File: config.mk
export PLATFORM = sky130hd
export DESIGN_NAME = txq_status
export DESIGN_NICKNAME = d
export VERILOG_FILES = /design/src/rtl/txq_pkg.sv /design/src/rtl/txq_fifo.sv /design/src/rtl/txq_hold.sv /design/src/rtl/txq_flags.sv /design/src/rtl/txq_status.sv
export SDC_FILE = /design/constraint.sdc
export NUM_CORES = 1
export LEC_CHECK = 0
export BUFFER_PORTS_ARGS = -buffer_cell sky130_fd_sc_hd__buf_2
export CORE_MARGIN = 3
export CORE_UTILIZATION = 40
export DETAILED_ROUTE_END_ITERATION = 16
export PLACE_DENSITY_LB_ADDON = 0.12
export SLEW_MARGIN = 40
export SYNTH_ARGS = -nofsm -noshare
export SYNTH_HDL_FRONTEND = slang
export SYNTH_SLANG_ARGS = --single-unit
File: constraint.sdc
create_clock -name clk -period 3.3 [get_ports clk]
set_clock_uncertainty 0.05 [all_clocks]
set_input_delay 0.66 -clock clk [delete_from_list [all_inputs] [get_ports clk]]
set_output_delay 0.66 -clock clk [all_outputs]
set_load 0.005 [all_outputs]
File: src/rtl/txq_pkg.sv
package txq_pkg;
  typedef struct packed {
    logic hold_empty;
    logic bus_idle;
    logic data_req;
  } txq_flags_t;
endpackage

File: src/rtl/txq_fifo.sv
module txq_fifo #(
  parameter int DW    = 8,
  parameter int DEPTH = 8
) (
  input  logic                         clk,
  input  logic                         rst_n,
  input  logic                         flush,
  input  logic                         push_req,
  input  logic [DW-1:0]                push_data,
  input  logic                         pop_req,
  output logic [DW-1:0]                head,
  output logic [$clog2(DEPTH+1)-1:0]   cnt,
  output logic [$clog2(DEPTH+1)-1:0]   cnt_nxt
);
  localparam int CW = $clog2(DEPTH+1);
  localparam int AW = (DEPTH > 1) ? $clog2(DEPTH) : 1;

  logic [DW-1:0] mem [DEPTH];
  logic [AW-1:0] wp, wp_nxt, rp, rp_nxt;
  logic          push, pop;

  function automatic logic [AW-1:0] bump(input logic [AW-1:0] p);
    return (p == AW'(DEPTH-1)) ? '0 : p + AW'(1);
  endfunction

  always_comb begin
    push    = push_req & ~flush & (cnt != CW'(DEPTH));
    pop     = pop_req  & ~flush & (cnt != '0);
    wp_nxt  = flush ? '0 : (push ? bump(wp) : wp);
    rp_nxt  = flush ? '0 : (pop  ? bump(rp) : rp);
    cnt_nxt = flush ? '0 : cnt + CW'(push) - CW'(pop);
  end

  always_ff @(posedge clk or negedge rst_n) begin
    if (!rst_n) begin
      wp  <= '0;
      rp  <= '0;
      cnt <= '0;
    end else begin
      wp  <= wp_nxt;
      rp  <= rp_nxt;
      cnt <= cnt_nxt;
    end
  end

  always_ff @(posedge clk) begin
    if (push) mem[wp] <= push_data;
  end

  assign head = mem[rp];

  p_cnt_bound_r4: assert property (@(posedge clk) disable iff (!rst_n)
    cnt <= CW'(DEPTH));
  p_drop_full_r8: assert property (@(posedge clk) disable iff (!rst_n)
    (!flush && push_req && !pop_req && cnt == CW'(DEPTH)) |=> cnt == CW'(DEPTH));
  p_flush_r10: assert property (@(posedge clk) disable iff (!rst_n)
    flush |=> cnt == '0);
endmodule

File: src/rtl/txq_hold.sv
module txq_hold #(
  parameter int DW = 8
) (
  input  logic          clk,
  input  logic          rst_n,
  input  logic          fifo_en,
  input  logic          wr_en,
  input  logic [DW-1:0] wr_data,
  input  logic          load_stb,
  input  logic [DW-1:0] fifo_head,
  input  logic          fifo_has,
  output logic          pop,
  output logic          full,
  output logic          full_nxt,
  output logic [DW-1:0] data
);
  logic          direct_wr, data_en;
  logic [DW-1:0] data_nxt;

  always_comb begin
    direct_wr = ~fifo_en & wr_en;
    pop       = fifo_en & ~full & fifo_has;
    full_nxt  = direct_wr | pop | (full & ~load_stb);
    data_en   = direct_wr | pop;
    data_nxt  = pop ? fifo_head : wr_data;
  end

  always_ff @(posedge clk or negedge rst_n) begin
    if (!rst_n) full <= 1'b0;
    else        full <= full_nxt;
  end

  always_ff @(posedge clk or negedge rst_n) begin
    if (!rst_n)       data <= '0;
    else if (data_en) data <= data_nxt;
  end

  p_pop_fills_r5: assert property (@(posedge clk) disable iff (!rst_n)
    pop |=> full);
  p_load_empties_r2: assert property (@(posedge clk) disable iff (!rst_n)
    (full && load_stb && !direct_wr) |=> !full);
endmodule

File: src/rtl/txq_flags.sv
module txq_flags
  import txq_pkg::*;
(
  input  logic       clk,
  input  logic       rst_n,
  input  logic       fifo_en,
  input  logic       hold_full_nxt,
  input  logic       cnt_zero,
  input  logic       cnt_nxt_zero,
  input  logic       cnt_nxt_full,
  input  logic       tx_busy,
  input  logic       drq_clr,
  input  logic [2:0] ie,
  output txq_flags_t flags,
  output logic       irq
);
  txq_flags_t nxt;
  logic       drq_set, drq_kill, drq_we;

  always_comb begin
    nxt.hold_empty = ~hold_full_nxt & cnt_nxt_zero;
    nxt.bus_idle   = nxt.hold_empty & ~tx_busy;
    drq_set        = fifo_en & ~cnt_zero & cnt_nxt_zero;
    drq_kill       = ~fifo_en | cnt_nxt_full | drq_clr;
    drq_we         = drq_set | drq_kill;
    nxt.data_req   = drq_set;
  end

  always_ff @(posedge clk or negedge rst_n) begin
    if (!rst_n) begin
      flags.hold_empty <= 1'b1;
      flags.bus_idle   <= 1'b0;
    end else begin
      flags.hold_empty <= nxt.hold_empty;
      flags.bus_idle   <= nxt.bus_idle;
    end
  end

  always_ff @(posedge clk or negedge rst_n) begin
    if (!rst_n)      flags.data_req <= 1'b0;
    else if (drq_we) flags.data_req <= nxt.data_req;
  end

  assign irq = |({flags.hold_empty, flags.bus_idle, flags.data_req} & ie);

  p_busy_blocks_idle_r3: assert property (@(posedge clk) disable iff (!rst_n)
    tx_busy |=> !flags.bus_idle);
  p_full_kills_drq_r7: assert property (@(posedge clk) disable iff (!rst_n)
    cnt_nxt_full |=> !flags.data_req);
  p_drq_needs_fifo_r10: assert property (@(posedge clk) disable iff (!rst_n)
    !fifo_en |=> !flags.data_req);
endmodule

File: src/rtl/txq_status.sv
module txq_status
  import txq_pkg::*;
#(
  parameter int DW    = 8,
  parameter int DEPTH = 8
) (
  input  logic                       clk,
  input  logic                       rst_n,
  input  logic                       fifo_en,
  input  logic                       wr_en,
  input  logic [DW-1:0]              wr_data,
  input  logic                       load_stb,
  input  logic                       tx_busy,
  input  logic                       drq_clr,
  input  logic                       tdre_ie,
  input  logic                       tbi_ie,
  input  logic                       drq_ie,
  output logic [DW-1:0]              hold_data,
  output logic                       hold_vld,
  output logic                       tdre,
  output logic                       tbi,
  output logic                       drq,
  output logic [$clog2(DEPTH+1)-1:0] fifo_cnt,
  output logic                       irq
);
  localparam int CW = $clog2(DEPTH+1);

  logic [DW-1:0] head;
  logic [CW-1:0] cnt_nxt;
  logic          pop, full_nxt;
  txq_flags_t    flags;

  txq_fifo #(.DW(DW), .DEPTH(DEPTH)) u_fifo (
    .clk       (clk),
    .rst_n     (rst_n),
    .flush     (~fifo_en),
    .push_req  (fifo_en & wr_en),
    .push_data (wr_data),
    .pop_req   (pop),
    .head      (head),
    .cnt       (fifo_cnt),
    .cnt_nxt   (cnt_nxt)
  );

  txq_hold #(.DW(DW)) u_hold (
    .clk       (clk),
    .rst_n     (rst_n),
    .fifo_en   (fifo_en),
    .wr_en     (wr_en),
    .wr_data   (wr_data),
    .load_stb  (load_stb),
    .fifo_head (head),
    .fifo_has  (fifo_cnt != '0),
    .pop       (pop),
    .full      (hold_vld),
    .full_nxt  (full_nxt),
    .data      (hold_data)
  );

  txq_flags u_flags (
    .clk           (clk),
    .rst_n         (rst_n),
    .fifo_en       (fifo_en),
    .hold_full_nxt (full_nxt),
    .cnt_zero      (fifo_cnt == '0),
    .cnt_nxt_zero  (cnt_nxt == '0),
    .cnt_nxt_full  (cnt_nxt == CW'(DEPTH)),
    .tx_busy       (tx_busy),
    .drq_clr       (drq_clr),
    .ie            ({tdre_ie, tbi_ie, drq_ie}),
    .flags         (flags),
    .irq           (irq)
  );

  assign tdre = flags.hold_empty;
  assign tbi  = flags.bus_idle;
  assign drq  = flags.data_req;

  p_wr_clears_tdre_r2: assert property (@(posedge clk) disable iff (!rst_n)
    wr_en |=> !tdre);
  p_wr_clears_tbi_r3: assert property (@(posedge clk) disable iff (!rst_n)
    wr_en |=> !tbi);
  p_tdre_irq_r9: assert property (@(posedge clk) disable iff (!rst_n)
    (tdre && tdre_ie) |-> irq);
  p_tdre_both_empty_r6: assert property (@(posedge clk) disable iff (!rst_n)
    tdre |-> (!hold_vld && fifo_cnt == '0));
endmodule

==> reports/qor.txt <==
Fillers: 746
Pleak: 1.62 nW
CP Class: flop to flop
Synth area leaders: edfxtp_1 53%, dfrtp_1 14%, mux4_2 5.6%, mux4_1 5.0%, ha_1 3.4%
P_sw: 0.000839 W
Starting density of the core: 41.4%
Endpoints failing setup: 0
Critical path fanouts, max: 4
WL final: 6880 µm
H-tree Lvls: 3
Number of flops mapped to enable cells by yosys: 64
R2R depth: 10
Global-route wire length before repair: 10700 µm
Vias per cell: 5.08
Startpoint types: flop
Area fraction of the dominant cell type after synthesis: 52.7%
Clk buf depth: 2
Number of setup buffers added after CTS: 0
Clock network fraction of total power: 26.3%
Synth cell count leaders: 64 x edfxtp_1, 21 x dfrtp_1, 20 x nand2_1
Synth-to-Final Area Change: 15.5%
CTS tree: done
Synthesized flop and latch total: 86
PortBufs: 34
Vias in the first global route: 1994
Nets: 297
Post-CTS Hold Fix Bufs: 0
RSZ-0062 raised after global routing: false
Worst min path class: input pin to async pin
Clock root buffer: clkbuf_8
Initial antenna violation count: 0
Top-count cell post-synth: edfxtp_1
Fin. Hold Viols: 0
# rows: 34
Via count: 1936
Worst skew pair latency: 0.35 ns
Die width: 102 µm
PwrDens: 681 nW/µm²
Origin of the critical flop-to-flop path: u_fifo.cnt[1]
CTS resizes: 0
CP Capture Type: flop
Die area: 10300 µm²
Dpl ws: 0.368 ns
Post-synthesis sequential area ratio: 67.8%
DRC: 0
CTS sink cnt: 86
Clk slew on worst S/H paths: 0.09 ns
Slew margin rel.: 51.0%
Fmax: 354 MHz
Worst Tran Pin Value: 0.735 ns
Fin. max-slew vios: 0
WP data arrival: 3.04 ns
Worst VDD drop: 0.295 mV
Switching share of power: 29.2%
Syn avg cell area: 16.8 µm²
Ys async rst share: 25.6%
Logic pwr share: 25.8%
Final RePlAce weighted congestion: 0.791
Syn Std Cell Area: 3650 µm²
Main synth FF type: edfxtp_1
Run status: finished clean
Die height: 102 µm
Sequential power share: 47.9%
Gr usage total: 14.5%
Reg-to-reg endpoint: u_flags.flags[1]
DRT antenna net count: 0
Final Worst Setup Slack: 0.475 ns
Mapped Nets: 246
Req. time, crit path: 3.52 ns
Cell taking the most area after synthesis: edfxtp_1
Share of post-route cells with drive strength above 1: 31.1%
Wire per inst: 18.1 µm
Global route overflow: 0
YS warnings: 0
R2R Setup Slk: 0.48 ns
Setup TNS: 0 ns
Library cells used by synthesis: 33
Tmin final: 2.82 ns
Area of the core: 8810 µm²
Post-route total power: 0.00287 W
Final Util: 47.9%
Starting DRC count in detailed routing: 111
Ant. Diodes: 0
Max-Cap Viols: 0
Hold WS: 0.233 ns
Mapped Cells: 217
I/O pin count: 35
P_int: 0.00203 W
DRT Pass-1 Iters: 4
Largest net degree at the start of global routing: 24
Crit share post-route: 85.6%
Hpwl dp: 4420 µm
CTS buffer count: 9
==> layout make-up <==
| cell class | instances | area [µm²] | share of cell area [%] |
|---|---|---|---|
| inverter | 8 | 30.0 | 0.713 |
| multi-input combinational | 114 | 1090 | 25.8 |
| timing repair buffer | 49 | 283 | 6.71 |
| clock inverter | 7 | 80.1 | 1.90 |
| sequential | 86 | 2470 | 58.7 |
| clock buffer | 9 | 124 | 2.94 |
| tap | 108 | 135 | 3.21 |
==> logic make-up (layout without fill, tap and decap cells) <==
kind of cell    count (synthesis)  after routing  synth area share (%)
flops                          86             86                  67.8
simple gates                   48             48                  6.69
mux                            32             32                  15.3
compound gates                 22             22                  3.53
buf+inv                        17             73                  2.50
fa+ha+maj                      11             11                  3.98
xor+xnor                        1              1                 0.240
==> worst max-delay path by stage <==
| stage | to | from | slack (ns) | cells after the start |
|---|---|---|---|---|
| finish | u_flags.flags[1] | u_fifo.cnt[1] | 0.48 | 10 |
| global route | u_flags.flags[1] | u_fifo.cnt[1] | 0.29 | 10 |
| CTS | u_flags.flags[1] | u_fifo.cnt[1] | 0.47 | 10 |
| detailed placement | u_flags.flags[1] | fifo_en | 0.37 | 11 |
| global placement | u_flags.flags[1] | fifo_en | 0.41 | 11 |
| floorplan | u_flags.flags[1] | fifo_en | 0.32 | 10 |
==> through the flow <==
step | cell area (µm²) | cells
6_report | 4210 | 381
5_1_grt | 4210 | 381
4_1_cts | 4210 | 381
3_5_place_dp | 4010 | 365
3_3_place_gp | 4010 | 365
2_1_floorplan | 3650 | 217
==> routing by layer <==
layer	vias up	part of all wire [%]	global-route usage (%)	wire length, µm
met5	-	0	0	0
met4	0	1.7	6.44	114
met3	9	2.7	2.89	187
met2	32	48	22.9	3290
met1	956	48	19.4	3290
li1	939	-	-	-
==> sequential cells by signal, indices dropped and copies added, names as in the netlist <==
name and flops:
u_fifo.mem 64, u_flags.flags 3, u_fifo.wp 3, u_fifo.rp 3, u_hold.data 8, u_hold.full 1, u_fifo.cnt 4
==> critical path, stage by stage, from the launching register on <==
cell and delay, ns:
dfrtp_1 0.42, nor2_1 0.27, a21oi_2 0.11, ha_1 0.28, inv_1 0.04, ha_1 0.21, fa_1 0.38, xor2_1 0.18
or3_1 0.37, o31ai_1 0.23, nor3b_1 0.20
==> power groups by stage <==
stage	registers, W	clock network [W]	logic, W
floorplan	0.00138	0	0.000534
global placement	0.00140	0	0.000750
detailed placement	0.00140	0	0.000753
CTS	0.00138	0.000783	0.000757
global route	0.00139	0.000824	0.000841
finish	0.00137	0.000755	0.000741
==> placed cells by master, fill, tap and decap left out, types with 2 or more instances in the layout <==
| cell | instances |
|---|---|
| mux4_1 | 7 |
| inv_6 | 3 |
| buf_2 | 34 |
| a21oi_2 | 2 |
| nor2_1 | 5 |
| mux2_2 | 8 |
| mux2i_1 | 8 |
| o21ai_1 | 13 |
| nand2b_1 | 4 |
| nand3b_1 | 3 |
| nor2b_1 | 3 |
| clkbuf_8 | 9 |
| inv_1 | 8 |
| nor3_1 | 2 |
| edfxtp_1 | 64 |
| nand2_1 | 20 |
| ha_1 | 10 |
| buf_4 | 15 |
| nor3b_1 | 5 |
| a21oi_1 | 3 |
| and2_1 | 3 |
| mux4_2 | 9 |
| dfrtp_1 | 20 |
(Power assumes the default switching activity.)
